<file path="config.mk">
export PLATFORM = sky130hd
export DESIGN_NAME = cursor_overlay
export DESIGN_NICKNAME = d
export VERILOG_FILES = /design/src/rtl/cursor_ovl_pkg.sv /design/src/rtl/cursor_ovl_regs.sv /design/src/rtl/cursor_ovl_hit.sv /design/src/rtl/cursor_ovl_mix.sv /design/src/rtl/cursor_overlay.sv
export SDC_FILE = /design/constraint.sdc
export NUM_CORES = 2
export LEC_CHECK = 0
export ABC_AREA = 1
export BUFFER_PORTS_ARGS = -buffer_cell sky130_fd_sc_hd__buf_4
export CAP_MARGIN = 5
export CORE_ASPECT_RATIO = 1.4
export CORE_MARGIN = 2
export CORE_UTILIZATION = 30
export DETAILED_ROUTE_END_ITERATION = 16
export PLACE_DENSITY = 0.52
export SYNTH_ARGS = -nofsm -noshare
export SYNTH_HDL_FRONTEND = slang
export SYNTH_SLANG_ARGS = --single-unit
</file>
<file path="constraint.sdc">
create_clock -name clk -period 6.4 [get_ports clk]
set_input_delay 0.32 -clock clk [delete_from_list [all_inputs] [get_ports clk]]
set_output_delay 0.32 -clock clk [all_outputs]
set_load 0.02 [all_outputs]
</file>
<file path="src/rtl/cursor_ovl_pkg.sv">
package cursor_ovl_pkg;
  localparam int CUR_N = 32;
  localparam int IDX_W = $clog2(CUR_N);
  localparam int CRD_W = 16;

  typedef enum logic [1:0] {
    SEL_PASS = 2'd0,
    SEL_LO   = 2'd1,
    SEL_HI   = 2'd2
  } pix_sel_e;

  // true when v lies in [base, base + CUR_N), computed without wrap
  function automatic logic in_span(input logic [CRD_W-1:0] v,
                                   input logic [CRD_W-1:0] base);
    logic [CRD_W:0] lim;
    lim = {1'b0, base} + (CRD_W+1)'(CUR_N);
    return ({1'b0, v} >= {1'b0, base}) && ({1'b0, v} < lim);
  endfunction

  function automatic logic [IDX_W-1:0] offs(input logic [CRD_W-1:0] v,
                                            input logic [CRD_W-1:0] base);
    logic [CRD_W-1:0] d;
    d = v - base;
    return d[IDX_W-1:0];
  endfunction

  // column 0 is the most significant bit of the row word
  function automatic logic msb_pick(input logic [CUR_N-1:0] w,
                                    input logic [IDX_W-1:0] col);
    logic [IDX_W-1:0] pos;
    pos = IDX_W'(CUR_N - 1) - col;
    return w[pos];
  endfunction
endpackage

</file>
<file path="src/rtl/cursor_ovl_regs.sv">
module cursor_ovl_regs
  import cursor_ovl_pkg::*;
#(
  parameter int ADDR_W = 12,
  parameter int DATA_W = 32,
  parameter logic [ADDR_W-1:0] POS_OFF   = 12'h8fc,
  parameter logic [ADDR_W-1:0] MISC_OFF  = 12'h818,
  parameter logic [ADDR_W-1:0] MASK_BASE = 12'h900,
  parameter logic [ADDR_W-1:0] BITS_BASE = 12'h980,
  parameter logic [CRD_W-1:0]  PARK_X    = 16'hf000,
  parameter int MISC_FORCE_BIT = 25
) (
  input  logic              clk,
  input  logic              rst_n,
  input  logic              we,
  input  logic [ADDR_W-1:0] addr,
  input  logic [DATA_W-1:0] wdata,
  output logic [DATA_W-1:0] rdata,
  input  logic [IDX_W-1:0]  row_sel,
  output logic [CRD_W-1:0]  cur_x,
  output logic [CRD_W-1:0]  cur_y,
  output logic [CUR_N-1:0]  mask_word,
  output logic [CUR_N-1:0]  bits_word
);
  localparam int SPAN = CUR_N * 4;
  localparam logic [ADDR_W-1:0] MASK_TOP = ADDR_W'(int'(MASK_BASE) + SPAN - 1);
  localparam logic [ADDR_W-1:0] BITS_TOP = ADDR_W'(int'(BITS_BASE) + SPAN - 1);
  localparam logic [DATA_W-1:0] FORCE_MASK = DATA_W'(1) << MISC_FORCE_BIT;

  logic [CUR_N-1:0]  mask_q [CUR_N];
  logic [CUR_N-1:0]  bits_q [CUR_N];
  logic [DATA_W-1:0] misc_q;
  logic [ADDR_W-1:0] mask_off, bits_off;
  logic              mask_wr, bits_wr;

  assign mask_off = addr - MASK_BASE;
  assign bits_off = addr - BITS_BASE;
  assign mask_wr  = we && (addr >= MASK_BASE) && (addr <= MASK_TOP);
  assign bits_wr  = we && (addr >= BITS_BASE) && (addr <= BITS_TOP);

  always_ff @(posedge clk) begin
    if (!rst_n) begin
      cur_x  <= PARK_X;
      cur_y  <= '0;
      misc_q <= '0;
    end else if (we) begin
      if (addr == POS_OFF) begin
        cur_x <= wdata[2*CRD_W-1:CRD_W];
        cur_y <= wdata[CRD_W-1:0];
      end
      if (addr == MISC_OFF) misc_q <= wdata;
    end
  end

  for (genvar r = 0; r < CUR_N; r++) begin : g_row
    always_ff @(posedge clk) begin
      if (!rst_n) begin
        mask_q[r] <= '0;
        bits_q[r] <= '0;
      end else begin
        if (mask_wr && mask_off[IDX_W+1:2] == IDX_W'(r)) mask_q[r] <= wdata[CUR_N-1:0];
        if (bits_wr && bits_off[IDX_W+1:2] == IDX_W'(r)) bits_q[r] <= wdata[CUR_N-1:0];
      end
    end
  end

  assign mask_word = mask_q[row_sel];
  assign bits_word = bits_q[row_sel];
  assign rdata     = (addr == MISC_OFF) ? (misc_q | FORCE_MASK) : '0;
endmodule

</file>
<file path="src/rtl/cursor_ovl_hit.sv">
module cursor_ovl_hit
  import cursor_ovl_pkg::*;
(
  input  logic [CRD_W-1:0] cur_x,
  input  logic [CRD_W-1:0] cur_y,
  input  logic [CRD_W-1:0] scr_width,
  input  logic [CRD_W-1:0] vid_x,
  input  logic [CRD_W-1:0] vid_y,
  output logic             hit,
  output logic [IDX_W-1:0] row_idx,
  output logic [IDX_W-1:0] col_idx
);
  logic on_screen, col_in, row_in;

  assign on_screen = (cur_x < scr_width) && (vid_x < scr_width);
  assign col_in    = in_span(vid_x, cur_x);
  assign row_in    = in_span(vid_y, cur_y);
  assign hit       = on_screen && col_in && row_in;
  assign row_idx   = offs(vid_y, cur_y);
  assign col_idx   = offs(vid_x, cur_x);
endmodule

</file>
<file path="src/rtl/cursor_ovl_mix.sv">
module cursor_ovl_mix
  import cursor_ovl_pkg::*;
#(
  parameter int PIX_W = 24
) (
  input  logic             clk,
  input  logic             rst_n,
  input  logic             hit,
  input  logic [IDX_W-1:0] col_idx,
  input  logic [CUR_N-1:0] mask_word,
  input  logic [CUR_N-1:0] bits_word,
  input  logic [PIX_W-1:0] pix_in,
  input  logic [PIX_W-1:0] col_lo,
  input  logic [PIX_W-1:0] col_hi,
  output pix_sel_e         sel,
  output logic [PIX_W-1:0] pix_out
);
  always_comb begin
    sel = SEL_PASS;
    if (hit && msb_pick(mask_word, col_idx))
      sel = msb_pick(bits_word, col_idx) ? SEL_HI : SEL_LO;
  end

  always_ff @(posedge clk) begin
    if (!rst_n) pix_out <= '0;
    else begin
      unique case (sel)
        SEL_HI:  pix_out <= col_hi;
        SEL_LO:  pix_out <= col_lo;
        default: pix_out <= pix_in;
      endcase
    end
  end
endmodule

</file>
<file path="src/rtl/cursor_overlay.sv">
module cursor_overlay
  import cursor_ovl_pkg::*;
#(
  parameter int ADDR_W = 12,
  parameter int DATA_W = 32,
  parameter int PIX_W  = 24,
  parameter logic [ADDR_W-1:0] POS_OFF   = 12'h8fc,
  parameter logic [ADDR_W-1:0] MISC_OFF  = 12'h818,
  parameter logic [ADDR_W-1:0] MASK_BASE = 12'h900,
  parameter logic [ADDR_W-1:0] BITS_BASE = 12'h980
) (
  input  logic              clk,
  input  logic              rst_n,
  input  logic              reg_we,
  input  logic [ADDR_W-1:0] reg_addr,
  input  logic [DATA_W-1:0] reg_wdata,
  output logic [DATA_W-1:0] reg_rdata,
  input  logic [CRD_W-1:0]  scr_width,
  input  logic [CRD_W-1:0]  vid_x,
  input  logic [CRD_W-1:0]  vid_y,
  input  logic [PIX_W-1:0]  pix_in,
  input  logic [PIX_W-1:0]  cur_col_lo,
  input  logic [PIX_W-1:0]  cur_col_hi,
  output logic [PIX_W-1:0]  pix_out
);
  logic [CRD_W-1:0] cur_x, cur_y;
  logic [CUR_N-1:0] mask_word, bits_word;
  logic [IDX_W-1:0] row_idx, col_idx;
  logic             cur_hit;
  pix_sel_e         mix_sel;

  cursor_ovl_regs #(
    .ADDR_W(ADDR_W), .DATA_W(DATA_W), .POS_OFF(POS_OFF), .MISC_OFF(MISC_OFF),
    .MASK_BASE(MASK_BASE), .BITS_BASE(BITS_BASE)
  ) u_regs (
    .clk(clk), .rst_n(rst_n), .we(reg_we), .addr(reg_addr), .wdata(reg_wdata),
    .rdata(reg_rdata), .row_sel(row_idx), .cur_x(cur_x), .cur_y(cur_y),
    .mask_word(mask_word), .bits_word(bits_word)
  );

  cursor_ovl_hit u_hit (
    .cur_x(cur_x), .cur_y(cur_y), .scr_width(scr_width), .vid_x(vid_x),
    .vid_y(vid_y), .hit(cur_hit), .row_idx(row_idx), .col_idx(col_idx)
  );

  cursor_ovl_mix #(.PIX_W(PIX_W)) u_mix (
    .clk(clk), .rst_n(rst_n), .hit(cur_hit), .col_idx(col_idx),
    .mask_word(mask_word), .bits_word(bits_word), .pix_in(pix_in),
    .col_lo(cur_col_lo), .col_hi(cur_col_hi), .sel(mix_sel), .pix_out(pix_out)
  );
endmodule

</file>
==> out/qor.yml <==
run_status:
  status: "complete, no violations"
critical_path:
  crit_buf_inv: 4
  startpoint: "u_regs.cur_y[2]"
  reg2reg_to: "u_mix.pix_out[11]"
  required_ns: 7.19
  critical_path_class: "flip-flop to flip-flop"
  max_stage_delay_ns: 0.56
  crit_chain: "inv_1 > ha_1 > a21oi_1 > nand3_1 > nand2_4 > buf_4 > nand3_1 > nand3_1 > nand3_1 > nand3_1 > nand3_1 > nand3_1 > nand2_1 > nand2_1 > nand2_1 > nor2_4 > nand3_1 > nand3_1 > dlygate4sd3_1 > nand2_1 > inv_1"
  crit_family: "simple AND/OR/NAND/NOR gates"
  r2r_cells: 21
  startpoint_type: "flip-flop"
  crit_cells: 21
  ff2ff_setup_slack_ns: 0.54
  cp_max_fo: 32
  critPathCaptureType: "flip-flop"
  cp-endpoint: "u_mix.pix_out[11]"
  rr_startpoint: "u_regs.cur_y[2]"
  crit_slowest_cell: "nand2_4"
  critical_path_arrival_ns: 6.65
  cp_common_cell: "nand3_1"
floorplanning:
  core-area_mm2: 0.3281
  die_area_mm2: 0.3341
  std_cell_rows: 249
  die_width_um: 489.1
  ios: 223
  initial_core_util: 0.3012
  fp.dieH_um: 683.1
route:
  wl_per_cell_um: 25.98
  viasPerCell: 5.235
  drtIter0Drc: 8302
  first_pass_iters: 12
  dr_total_vias: 77580
  routed_wl_um: 384900
  drc: 0
  ant_nets: 0
global_routing:
  use_met1: 0.2726
  top_usage_layer: "met2"
  grt_use_met3: 0.03149
  grt-ovfl-total: 0
  grt_pass1_vias: 75820
  grtUsageMet2: 0.3780
  track_usage: 0.2252
  grt_pass1_wl_um: 549100
  antenna_found_initial: 17
  grt_max_degree: 139
clocking:
  cts_tree: "built"
  clk_latency_ns: 0.93
  cts_root_buf: "clkbuf_16"
  cts.sinks: 2135
  htree_levels: 4
  postCtsResizedCells: 0
  postCtsSetupBuffers: 0
  numCtsBuffers: 217
  hold_buffers: 77
  clk_path_buf_depth: 4
  path_clk_slew_ns: 0.06
pwr:
  leakage_nw: 42.83
  powerDensity_mw_per_mm2: 282.7
  switchingPower_w: 0.008382
  power_w: 0.03188
  power_frac_seq: 0.506
  power_frac_clock: 0.389
  swShare: 0.2629
  intPower_w: 0.02350
  ir_drop_uv: 222.7
  power_frac_comb: 0.105
flow_run:
  max_cap_viol_count: 0
timing:
  setup_viol: 0
  worst_slew_pin_slew_ns: 1.244
  finalHoldViolCount: 0
  fin_crit_ns: 5.863
  tns_ns: 0
  fmax_mhz: 170.6
  rsz0062_at_grt: "no"
  max_slew_margin: 0.1708
  skew_ns: 0.08638
  period_share: 0.9161
  slew_viol_final: 0
finish:
  final_common_cell: "nand2_1"
  drive_gt1_frac: 0.08790
  final_cell_mix: "2436 x nand2_1, 2186 x nor2_1, 2048 x edfxtp_1"
  nNetsFinal: 10510
  areaGrowthSynthToFinish_pct: 14.11
  post-route-util: 0.3437
logic_synthesis:
  synth-seq-cells: 2135
  synth.distinct_cells: 39
  syn_area_mm2: 0.09882
  synthAdderAreaFrac: 0.01167
  synth_edf_count: 2048
  async_flop_share: 0
  syn_nets: 10650
  syn-mean-instance-area_um2: 9.512
  synth-simple-area-share: 0.2821
  synth-seq-area-share: 0.6400
  synth_top_family_by_area: "simple AND/OR/NAND/NOR gates"
  synth-compound-area-share: 0.01402
  yosysWarnings: 0
  synthFlopType: "edfxtp_1"
  synth_xor_area_frac: 0.002494
  synthCells: 10390
  synthMuxAreaShare: 0
placed_design:
  dp_hpwl_um: 227600
  port_buffers: 222
  routabilityCongestion: 0.9660
hold_path:
  hp-class: "primary input to flip-flop"
  holdPathStages: 3
per-layer routing:
metal	part of all wire	routed length (µm)
met5	0.000034	13
met2	0.48	186100
met3	0.071	27200
met1	0.38	144800
met4	0.070	26920
cell type report:
type                            count  area, µm²
Inverter                          232      925.9
Tap cell                         4392       5495
Sequential cell                  2135      63240
Antenna cell                        5      12.51
Clock inverter                    110      797.0
Fill cell                       33120     215300
Clock buffer                      282       5828
Timing Repair Buffer              569       4960
Multi-Input combinational cell   7093      31510
worst min path at each step:
stage	start	to	slack [ns]
final	reg_wdata[1]	u_regs.misc_q[1]	0.05
after global routing	reg_wdata[9]	u_regs.cur_y[9]	0.06
after CTS	reg_wdata[1]	u_regs.misc_q[1]	0.009
after detailed placement	u_regs.cur_y[0]	u_regs.cur_y[0]	0.48
after global placement	u_regs.cur_y[0]	u_regs.cur_y[0]	0.48
after floorplan	u_regs.cur_y[0]	u_regs.cur_y[0]	0.43
tightest hold or removal path, cell delays in order:
cell      delay, ns
buf_4          0.13
clkinv_2       0.34
a21oi_1        0.13
cell usage after synthesis, types with 2 or more instances:
master | number | share of area
a211oi_1 | 9 | 0.00068
a21oi_1 | 98 | 0.0050
buf_1 | 45 | 0.0017
buf_2 | 268 | 0.014
buf_4 | 34 | 0.0026
buf_6 | 12 | 0.0014
clkbuf_1 | 569 | 0.022
dfxtp_1 | 87 | 0.018
edfxtp_1 | 2048 | 0.62
fa_1 | 2 | 0.00041
ha_1 | 89 | 0.011
inv_1 | 227 | 0.0086
inv_2 | 5 | 0.00019
nand2_1 | 2451 | 0.093
nand2_2 | 3 | 0.00019
nand3_1 | 2011 | 0.10
nand3b_1 | 2 | 0.00015
nand4_1 | 35 | 0.0022
nor2_1 | 2187 | 0.083
nor3_1 | 19 | 0.00096
nor4_1 | 3 | 0.00019
o211ai_1 | 6 | 0.00046
o21a_1 | 2 | 0.00015
o21ai_0 | 142 | 0.0072
o21bai_1 | 2 | 0.00015
xnor2_1 | 2 | 0.00018
xor2_1 | 18 | 0.0016
xor2_4 | 2 | 0.00056
power by group through the flow:
stage	Sequential [W]	Clock [W]	Combinational, W
final	0.0161	0.0124	0.00336
after floorplan	0.0164	0	0.00174
after detailed placement	0.0164	0	0.00328
after CTS	0.0161	0.0126	0.00332
after global placement	0.0164	0	0.00327
after global routing	0.0162	0.0130	0.00354
cell families after synthesis:
logic type,Yosys count
xor gates and xnor gates,23
adders and majority gates,91
and+or+nand+nor,6715
buffers and inverters,1161
AOI/OAI and AO/OA,264
DFF,2135
state kept, by name (all words and copies together) (netlist names):
| name | flops |
|---|---|
| u_regs.bits_q | 1024 |
| u_regs.mask_q | 1024 |
| u_regs.misc_q | 31 |
| u_mix.pix_out | 24 |
| u_regs.cur_x | 16 |
| u_regs.cur_y | 16 |
metrics by stage:
step                      hold slack [ns]  instance area, µm²  worst slack [ns]  std cells
after global routing              0.06220              112800            0.3232      14820
after CTS                        0.009155              112800            0.6053      14810
after global placement             0.4761              105400            0.9547      14340
after floorplan                    0.4274               98820             2.412      10390
final                             0.05072              112800            0.5372      14820
after detailed placement           0.4766              105400            0.9934      14340
No activity file was read; power rests on OpenSTA's default activity.
